File: src/rtl/pwm_tick_pkg.sv
package pwm_tick_pkg;
  localparam int DEF_CNT_W  = 8;
  localparam int DEF_DUTY_W = 4;
  localparam int DEF_NUM_CH = 2;
endpackage

File: src/rtl/tick_div.sv
module tick_div #(
  parameter int DIV = 1
) (
  input  logic clk_i,
  input  logic rst_ni,
  input  logic tick_i,
  output logic step_o
);
  localparam int CW = (DIV > 1) ? $clog2(DIV) : 1;
  localparam logic [CW-1:0] LAST = CW'(DIV - 1);

  logic [CW-1:0] cnt_q;

  assign step_o = tick_i && (cnt_q == LAST);

  always_ff @(posedge clk_i or negedge rst_ni) begin
    if (!rst_ni)     cnt_q <= '0;
    else if (tick_i) cnt_q <= (cnt_q == LAST) ? '0 : cnt_q + CW'(1);
  end

  assert_cnt_range_R9: assert property (@(posedge clk_i) disable iff (!rst_ni)
    cnt_q <= LAST);
  assert_step_spacing_R9: assert property (@(posedge clk_i) disable iff (!rst_ni)
    (step_o && (DIV > 1)) |=> !step_o);
endmodule

File: src/rtl/pwm_chan.sv
module pwm_chan #(
  parameter int CYCLE  = 15,
  parameter int CNT_W  = 8,
  parameter int DUTY_W = 4
) (
  input  logic              clk_i,
  input  logic              rst_ni,
  input  logic              step_i,
  input  logic [DUTY_W-1:0] duty_i,
  output logic              pwm_o
);
  localparam logic [CNT_W-1:0] CYC = CNT_W'(CYCLE);

  logic [CNT_W-1:0]  period_q;
  logic [DUTY_W-1:0] duty_q, dcnt_q, duty_eff;
  logic              wrap;

  assign wrap = (period_q == CNT_W'(1));

  // duty counter is refreshed from the register only at a wrap
  always_comb duty_eff = wrap ? duty_q : dcnt_q;

  always_ff @(posedge clk_i or negedge rst_ni) begin
    if (!rst_ni) duty_q <= '0;
    else         duty_q <= duty_i;
  end

  always_ff @(posedge clk_i or negedge rst_ni) begin
    if (!rst_ni) begin
      period_q <= CYC;
      dcnt_q   <= '0;
      pwm_o    <= 1'b0;
    end else if (step_i) begin
      period_q <= wrap ? CYC : period_q - CNT_W'(1);
      if (duty_eff != '0) begin
        pwm_o  <= 1'b1;
        dcnt_q <= duty_eff - DUTY_W'(1);
      end else begin
        pwm_o  <= 1'b0;
        dcnt_q <= '0;
      end
    end
  end

  assert_period_range_R2: assert property (@(posedge clk_i) disable iff (!rst_ni)
    (period_q >= CNT_W'(1)) && (period_q <= CYC));
  assert_idle_hold_R8: assert property (@(posedge clk_i) disable iff (!rst_ni)
    !step_i |=> $stable(pwm_o) && $stable(period_q));
  assert_zero_low_R4: assert property (@(posedge clk_i) disable iff (!rst_ni)
    (step_i && wrap && duty_q == '0) |=> !pwm_o);
  assert_full_high_R5: assert property (@(posedge clk_i) disable iff (!rst_ni)
    (step_i && wrap && int'(duty_q) >= CYCLE) |=> pwm_o);
endmodule

File: src/rtl/pwm_multi.sv
module pwm_multi
  import pwm_tick_pkg::*;
#(
  parameter int NUM_CH   = DEF_NUM_CH,
  parameter int CNT_W    = DEF_CNT_W,
  parameter int DUTY_W   = DEF_DUTY_W,
  parameter logic [NUM_CH*CNT_W-1:0] CYCLES = {8'd15, 8'd15},
  parameter int TICK_DIV = 1
) (
  input  logic                     clk_i,
  input  logic                     rst_ni,
  input  logic                     tick_i,
  input  logic [NUM_CH*DUTY_W-1:0] duty_set_i,
  output logic [NUM_CH-1:0]        pwm_o
);
  logic step;

  tick_div #(.DIV(TICK_DIV)) i_tick_div (
    .clk_i (clk_i),
    .rst_ni(rst_ni),
    .tick_i(tick_i),
    .step_o(step)
  );

  for (genvar k = 0; k < NUM_CH; k++) begin : g_ch
    localparam int CYC_K = int'(CYCLES[k*CNT_W +: CNT_W]);
    pwm_chan #(.CYCLE(CYC_K), .CNT_W(CNT_W), .DUTY_W(DUTY_W)) i_chan (
      .clk_i (clk_i),
      .rst_ni(rst_ni),
      .step_i(step),
      .duty_i(duty_set_i[k*DUTY_W +: DUTY_W]),
      .pwm_o (pwm_o[k])
    );
  end
endmodule

File: config.mk
export PLATFORM = sky130hd
export DESIGN_NAME = pwm_multi
export DESIGN_NICKNAME = d
export VERILOG_FILES = /design/src/rtl/pwm_tick_pkg.sv /design/src/rtl/tick_div.sv /design/src/rtl/pwm_chan.sv /design/src/rtl/pwm_multi.sv
export SDC_FILE = /design/constraint.sdc
export NUM_CORES = 1
export LEC_CHECK = 0
export BUFFER_PORTS_ARGS = -buffer_cell sky130_fd_sc_hd__buf_2
export CORE_ASPECT_RATIO = 1.4
export CORE_MARGIN = 3
export CORE_UTILIZATION = 59
export CTS_CLUSTER_SIZE = 25
export DETAILED_ROUTE_END_ITERATION = 7
export PLACE_DENSITY = 0.78
export SYNTH_ARGS = -nofsm -noshare
export SYNTH_HDL_FRONTEND = slang
export SYNTH_SLANG_ARGS = --single-unit
File: constraint.sdc
create_clock -name clk_i -period 2.4 [get_ports clk_i]
set_input_delay 0.12 -clock clk_i [delete_from_list [all_inputs] [get_ports clk_i]]
set_output_delay 0.12 -clock clk_i [all_outputs]
set_load 0.05 [all_outputs]
* After elaboration in Yosys (flattened, before gate mapping) *
Index checks and enable logic that the tools add are counted.

storage, ports and cells
  register bits = 35
  input bits = 11
  output and inout bits = 2
  logic and storage cells = 29

operators by class
  add/subtract/negate cells = 5
  equal/unequal tests = 2
  multiplexer cells = 9
  bitwise operators = 1
  reduce and logical (&&, ||, !) cells = 3

operator list
  operator                                           count
  == test 8 x 1 -> 1 bit (second input constant)     2
  two-way mux 4 bit                                  4
  two-way mux 8 bit                                  2
  subtractor 8 x 1 -> 8 bit (second input constant)  2
  nonzero test 4 bit                                 2
  subtractor 4 x 1 -> 4 bit (second input constant)  2
  two-way mux 1 bit                                  3
  adder 1 bit (second input constant)                1
  logical AND 1 bit                                  1
  inverter 1 bit                                     1

* Depth between registers and ports, before layout *
  word-level depth = 4
  depth in mapped cells = 7
  depth with buffers taken out = 6

* Hierarchy *
A second synthesis with hierarchy kept.

unflattened totals
  cell total of the unflattened synthesis = 163
  area, all modules = 1736.7 sq um

modules (own cells, without submodules)
  module                      times used  cells each  area an instance (sq um)  seq. area each (sq um)
  pwm_chan at g_ch[0].i_chan  1           81          874.6                     430.4
  pwm_chan at g_ch[1].i_chan  1           81          854.6                     430.4
  tick_div                    1           1           7.5                       0.0

* Worst setup path after synthesis *
OpenSTA, ideal clock, no wires.

  kind = register to register
  start = register g_ch[1].i_chan.period_q[1]
  end = register g_ch[1].i_chan.period_q[4]
  library setup time = 65 ps
  arrival time = 1714 ps
  required time = 2335 ps
  path slack = 621 ps
  stages on the path, launching flop included = 8
  path buffers = 1
  period minus slack after synthesis = 1779 ps
  cell sequence = dfstp_2 -> inv_1 -> ha_1 -> nor3b_1 -> and2_1 -> buf_6 -> or4_1 -> nand2_1

between the ends
  longest elaborated chain between the ends = 2
  elaborated cells between the ends (all ways) = 3
  classes of those cells = add/sub: 1; eq/ne: 1; mux: 1

ends and longest elaborated chain
  element                                                                     line                            RTL
  from (decl)                                                                 pwm_chan.sv:14                  logic [CNT_W-1:0] period_q;
  from (signal assigned)                                                      pwm_chan.sv:34                  period_q <= wrap ? CYC : period_q - CNT_W'(1);
  subtractor 8 x 1 -> 8 bit / == test 8 x 1 -> 1 bit (equally long branches)  pwm_chan.sv:34, pwm_chan.sv:18
  two-way mux 8 bit *                                                         pwm_chan.sv:34

Mark *: on every way between the ends. The rest lies on a longest branch, timed or not.
A chain may end at the register's enable or synchronous reset.

* Final worst setup path *
  start = register g_ch[1].i_chan.period_q[0]
  end = register g_ch[1].i_chan.pwm_o

between the ends
  longest elaborated chain between the ends = 4

ends and longest elaborated chain
  element                 line            RTL
  == test 8 x 1 -> 1 bit  pwm_chan.sv:18  assign wrap = (period_q == CNT_W'(1));
  two-way mux 4 bit       pwm_chan.sv:21  always_comb duty_eff = wrap ? duty_q : dcnt_q;
  nonzero test 4 bit      pwm_chan.sv:35  if (duty_eff != '0) begin
  two-way mux 1 bit       pwm_chan.sv:35
  to (signal assigned)    pwm_chan.sv:32  pwm_o <= 1'b0;
  to (signal assigned)    pwm_chan.sv:36  pwm_o <= 1'b1;
  to (signal assigned)    pwm_chan.sv:39  pwm_o <= 1'b0;
  to (decl)               pwm_chan.sv:10  output logic pwm_o

No other way between the ends.

==> flow_summary.html <==
<table>
<tr><th>Metric</th><th>Value</th></tr>
<tr><th colspan="2">Status</th></tr>
<tr><td>Status</td><td>completed</td></tr>
<tr><th colspan="2">Detailed routing</th></tr>
<tr><td>DRC violations left</td><td>0</td></tr>
<tr><td>Post-detailed-route count of antenna-violating nets</td><td>0</td></tr>
<tr><td>Initial DRT Pass Iterations</td><td>4</td></tr>
<tr><td>Initial DRC Count</td><td>32</td></tr>
<tr><td>Wire length per cell</td><td>16.2 um</td></tr>
<tr><td>Number of vias in the routed layout</td><td>1384</td></tr>
<tr><td>Detailed Route WL</td><td>3700 um</td></tr>
<tr><td>Routed vias/inst</td><td>6.07</td></tr>
<tr><th colspan="2">Global routing</th></tr>
<tr><td>Vias in the first global route</td><td>1377</td></tr>
<tr><td>Initial antenna violation count</td><td>0</td></tr>
<tr><td>Largest net degree at the start of global routing</td><td>35</td></tr>
<tr><td>Total overflow reported by the global router</td><td>0</td></tr>
<tr><td>Wire length of the first global-routing pass</td><td>6400 um</td></tr>
<tr><td>Overall global routing resource usage</td><td>around a quarter</td></tr>
<tr><th colspan="2">Synthesis</th></tr>
<tr><td>Share of the yosys chip area belonging to registers</td><td>approximately half</td></tr>
<tr><td>Area fraction of the dominant cell type after synthesis</td><td>between 30% and 40%</td></tr>
<tr><td>Top post-synthesis cells by count</td><td>26 x dfrtp_1, 15 x nand2_1, 13 x o21ai_0</td></tr>
<tr><td>Number of nets in the synthesized netlist</td><td>184</td></tr>
<tr><td>Count of synthesis-stage warnings from yosys</td><td>0</td></tr>
<tr><td>Synthesized netlist cell count</td><td>169</td></tr>
<tr><td>EDFF count, synth</td><td>0</td></tr>
<tr><td>Proportion of synthesized flip-flops having asynchronous set or reset</td><td>100%</td></tr>
<tr><td>Netlist area before placement</td><td>around 1700 um^2</td></tr>
<tr><td>Synthesized flop and latch total</td><td>34</td></tr>
<tr><td>Cell with the most instances after synthesis</td><td>dfrtp_1</td></tr>
<tr><td>Number of distinct library cells after synthesis</td><td>52</td></tr>
<tr><td>Dominant cell type by area after synthesis</td><td>dfrtp_1</td></tr>
<tr><td>Mean Syn Cell Area</td><td>10.3 um^2</td></tr>
<tr><td>Largest cells by area after synthesis</td><td>dfrtp_1 37%, dfstp_2 12%, o21ai_0 3.7%</td></tr>
<tr><td>Most used DFF post-synth</td><td>dfrtp_1</td></tr>
<tr><th colspan="2">Layout</th></tr>
<tr><td>Area of the multi-input gates</td><td>810 um^2</td></tr>
<tr><td>Diode insertion count for antenna repair</td><td>0</td></tr>
<tr><td>Growth of design area from synthesis to finish</td><td>13.9%</td></tr>
<tr><td>Area of all placed cells without fillers</td><td>1980 um^2</td></tr>
<tr><td>Fill cells</td><td>175</td></tr>
<tr><td>Layout cell share with drive strength beyond 1</td><td>19.8%</td></tr>
<tr><td>Post-layout util</td><td>72.7%</td></tr>
<tr><td>FF/Latch Area</td><td>861 um^2</td></tr>
<tr><td>Nets</td><td>206</td></tr>
<tr><th colspan="2">Critical path</th></tr>
<tr><td>Capturing element type of the critical path</td><td>register</td></tr>
<tr><td>Element type at the critical path start</td><td>register</td></tr>
<tr><td>Critical path arrival</td><td>2.20 ns</td></tr>
<tr><td>Category of the critical setup timing path</td><td>reg -&gt; reg</td></tr>
<tr><td>Critical path peak fanout</td><td>7</td></tr>
<tr><td>Worst Path Required</td><td>2.64 ns</td></tr>
<tr><th colspan="2">Floorplan</th></tr>
<tr><td>Die height</td><td>70.3 um</td></tr>
<tr><td>Total Die Area</td><td>roughly 3600 um^2</td></tr>
<tr><td>CORE AREA</td><td>2730 um^2</td></tr>
<tr><td>Count of standard-cell rows</td><td>22</td></tr>
<tr><td>Effective utilization at floorplan</td><td>63.9%</td></tr>
<tr><td>Boundary Pins</td><td>13</td></tr>
<tr><td>Horizontal die dimension</td><td>~52 um</td></tr>
<tr><th colspan="2">STA</th></tr>
<tr><td>Hold slack final</td><td>0.138 ns</td></tr>
<tr><td>Worst slew margin relative to its limit</td><td>51.6%</td></tr>
<tr><td>Number of slew-limit violations in the final report</td><td>0</td></tr>
<tr><td>Max Fclk</td><td>approximately 0.51 GHz</td></tr>
<tr><td>Pin slew with the least headroom to its limit</td><td>0.727 ns</td></tr>
<tr><td>Least setup slack across all paths after layout</td><td>0.436 ns</td></tr>
<tr><td>Period Utilization, post-route</td><td>81.8%</td></tr>
<tr><td>Clock Skew</td><td>between 0.015 and 0.02 ns</td></tr>
<tr><td>Number of failing hold endpoints at the final stage</td><td>0</td></tr>
<tr><td>Final Critical Period</td><td>1.96 ns</td></tr>
<tr><td>Final count of negative-setup-slack endpoints</td><td>0</td></tr>
<tr><td>Setup repair after global routing missed its margin</td><td>no</td></tr>
<tr><td>Total negative setup slack</td><td>0 ns</td></tr>
<tr><th colspan="2">Clock network</th></tr>
<tr><td>Clock network latency to the later pin of the worst-skew pair</td><td>0.35 ns</td></tr>
<tr><td>Hold Buf Count CTS</td><td>9</td></tr>
<tr><td>H-tree lvl count</td><td>2</td></tr>
<tr><td>Post CTS Setup Buffer Count</td><td>0</td></tr>
<tr><td>CTS buffer count</td><td>5</td></tr>
<tr><td>Maximum buffer depth of the clock tree</td><td>2</td></tr>
<tr><td>Resize count post-CTS</td><td>0</td></tr>
<tr><td>Clock tree root driver cell</td><td>clkbuf_4</td></tr>
<tr><td>Number of clock sinks seen by CTS</td><td>34</td></tr>
<tr><td>TritonCTS clock tree</td><td>yes</td></tr>
<tr><td>Clk slew on worst S/H paths</td><td>0.11 ns</td></tr>
<tr><th colspan="2">Placement</th></tr>
<tr><td>Placed Area</td><td>1810 um^2</td></tr>
<tr><td>Number of buffers inserted by port buffering</td><td>12</td></tr>
<tr><td>GPL Wtd Cong</td><td>0.832</td></tr>
<tr><td>Estimated wirelength of the detail-placed design</td><td>2390 um</td></tr>
<tr><td>Worst slack after detailed placement</td><td>0.474 ns</td></tr>
<tr><th colspan="2">Power</th></tr>
<tr><td>Ratio of total power to cell area</td><td>around 1100 nW/um^2</td></tr>
<tr><td>Peak VDD IR</td><td>between 0.0008 and 0.0009 V</td></tr>
<tr><td>Static power due to leakage</td><td>0.843 nW</td></tr>
<tr><th colspan="2">Flow run</th></tr>
<tr><td>Max Cap Violations</td><td>0</td></tr>
<tr><th colspan="2">Min path</th></tr>
<tr><td>Path category of the worst min-delay check</td><td>in -&gt; reg</td></tr>
</table>
==> final cells by class <==
type / count / share of cell area [%]
Inverter: 7 / 1.33
Tap cell: 36 / 2.27
Clock inverter: 3 / 2.27
Timing Repair Buffer: 22 / 7.95
Clock buffer: 5 / 1.89
Multi-Input combinational cell: 121 / 40.8
Sequential cell: 34 / 43.4
==> worst paths after layout <==
path | startpoint | end | slack, ns | depth (start not counted)
worst max-delay path | g_ch[1].i_chan.period_q[0] | g_ch[1].i_chan.pwm_o | 0.44 | 5
worst min-delay path | tick_i | g_ch[1].i_chan.period_q[1] | 0.14 | 3
worst max register to register | g_ch[1].i_chan.period_q[0] | g_ch[1].i_chan.pwm_o | 0.44 | 5
worst min register to register | g_ch[1].i_chan.duty_q[0] | g_ch[1].i_chan.dcnt_q[0] | 0.51 | 1
max in group asynchronous | rst_ni | g_ch[1].i_chan.duty_q[0] | 1.58 | 2
min in group asynchronous | rst_ni | g_ch[0].i_chan.dcnt_q[0] | 0.34 | 2
==> kinds of logic (layout without fill, tap and decap cells) <==
family	after synthesis	count (layout)	share of synthesized area (%)
flops	34	34	49.5
mux	6	6	4.17
compound gates	47	47	17.4
buf+inv	14	37	4.03
fa+ha+maj	4	4	2.88
xor+xnor	1	1	0.503
simple gates	63	63	21.6
==> registers in the layout, indices dropped and copies added (netlist names) <==
register              count
g_ch.i_chan.period_q     16
g_ch.i_chan.dcnt_q        8
g_ch.i_chan.pwm_o         2
g_ch.i_chan.duty_q        8
==> per-stage QoR <==
step | cells | power (W)
2_1_floorplan | 169 | 0.00151
3_3_place_gp | 211 | 0.00161
3_5_place_dp | 211 | 0.00166
4_1_cts | 228 | 0.00210
5_1_grt | 228 | 0.00225
6_report | 228 | 0.00211
==> per-layer routing <==
layer,global-route usage (%),up-vias,wire length [um]
li1,-,666,-
met1,27.6,683,1420
met2,40.1,29,2070
met3,6.82,6,142
met4,10.8,0,65
met5,0,-,0
==> layout by cell type (no fill, tap or decap), types with 2 or more instances in the layout <==
cell           Yosys  routed
dfrtp_1           26      26
dlygate4sd3_1      0       9
clkbuf_4           0       5
o21ai_0           13      13
inv_1              7       7
nand3_1            5       5
a22oi_1            2       2
a31oi_1            3       3
nor3_1             9       9
clkinvlp_4         0       2
o21ai_1            6       6
and2_1             2       2
dfstp_2            8       8
a21o_1             3       3
o2bb2ai_1          2       2
nor3b_1            2       2
nor4_1             4       4
nor4b_1            2       2
o31ai_1            2       2
a21oi_1            5       5
o21a_1             2       2
ha_1               4       4
nand2_1           15      15
buf_2              2      12
mux2i_1            2       2
mux2_4             2       2
or4_1              3       3
nor2_1            10      10
==> worst max-delay path: stages (launching register included) <==
cell and delay, ns:
dfstp_2 0.61, ha_1 0.18, nor3b_1 0.36, and2_1 0.33
mux2i_1 0.11, mux2_4 0.27
==> power by group <==
part           leakage (nW)  switching, W  internal, W
registers             0.409      0.000236     0.000792
clock network        0.0374      0.000214     0.000218
logic                 0.396      0.000339     0.000306
Note: power is estimated with default switching activity, not from simulation.
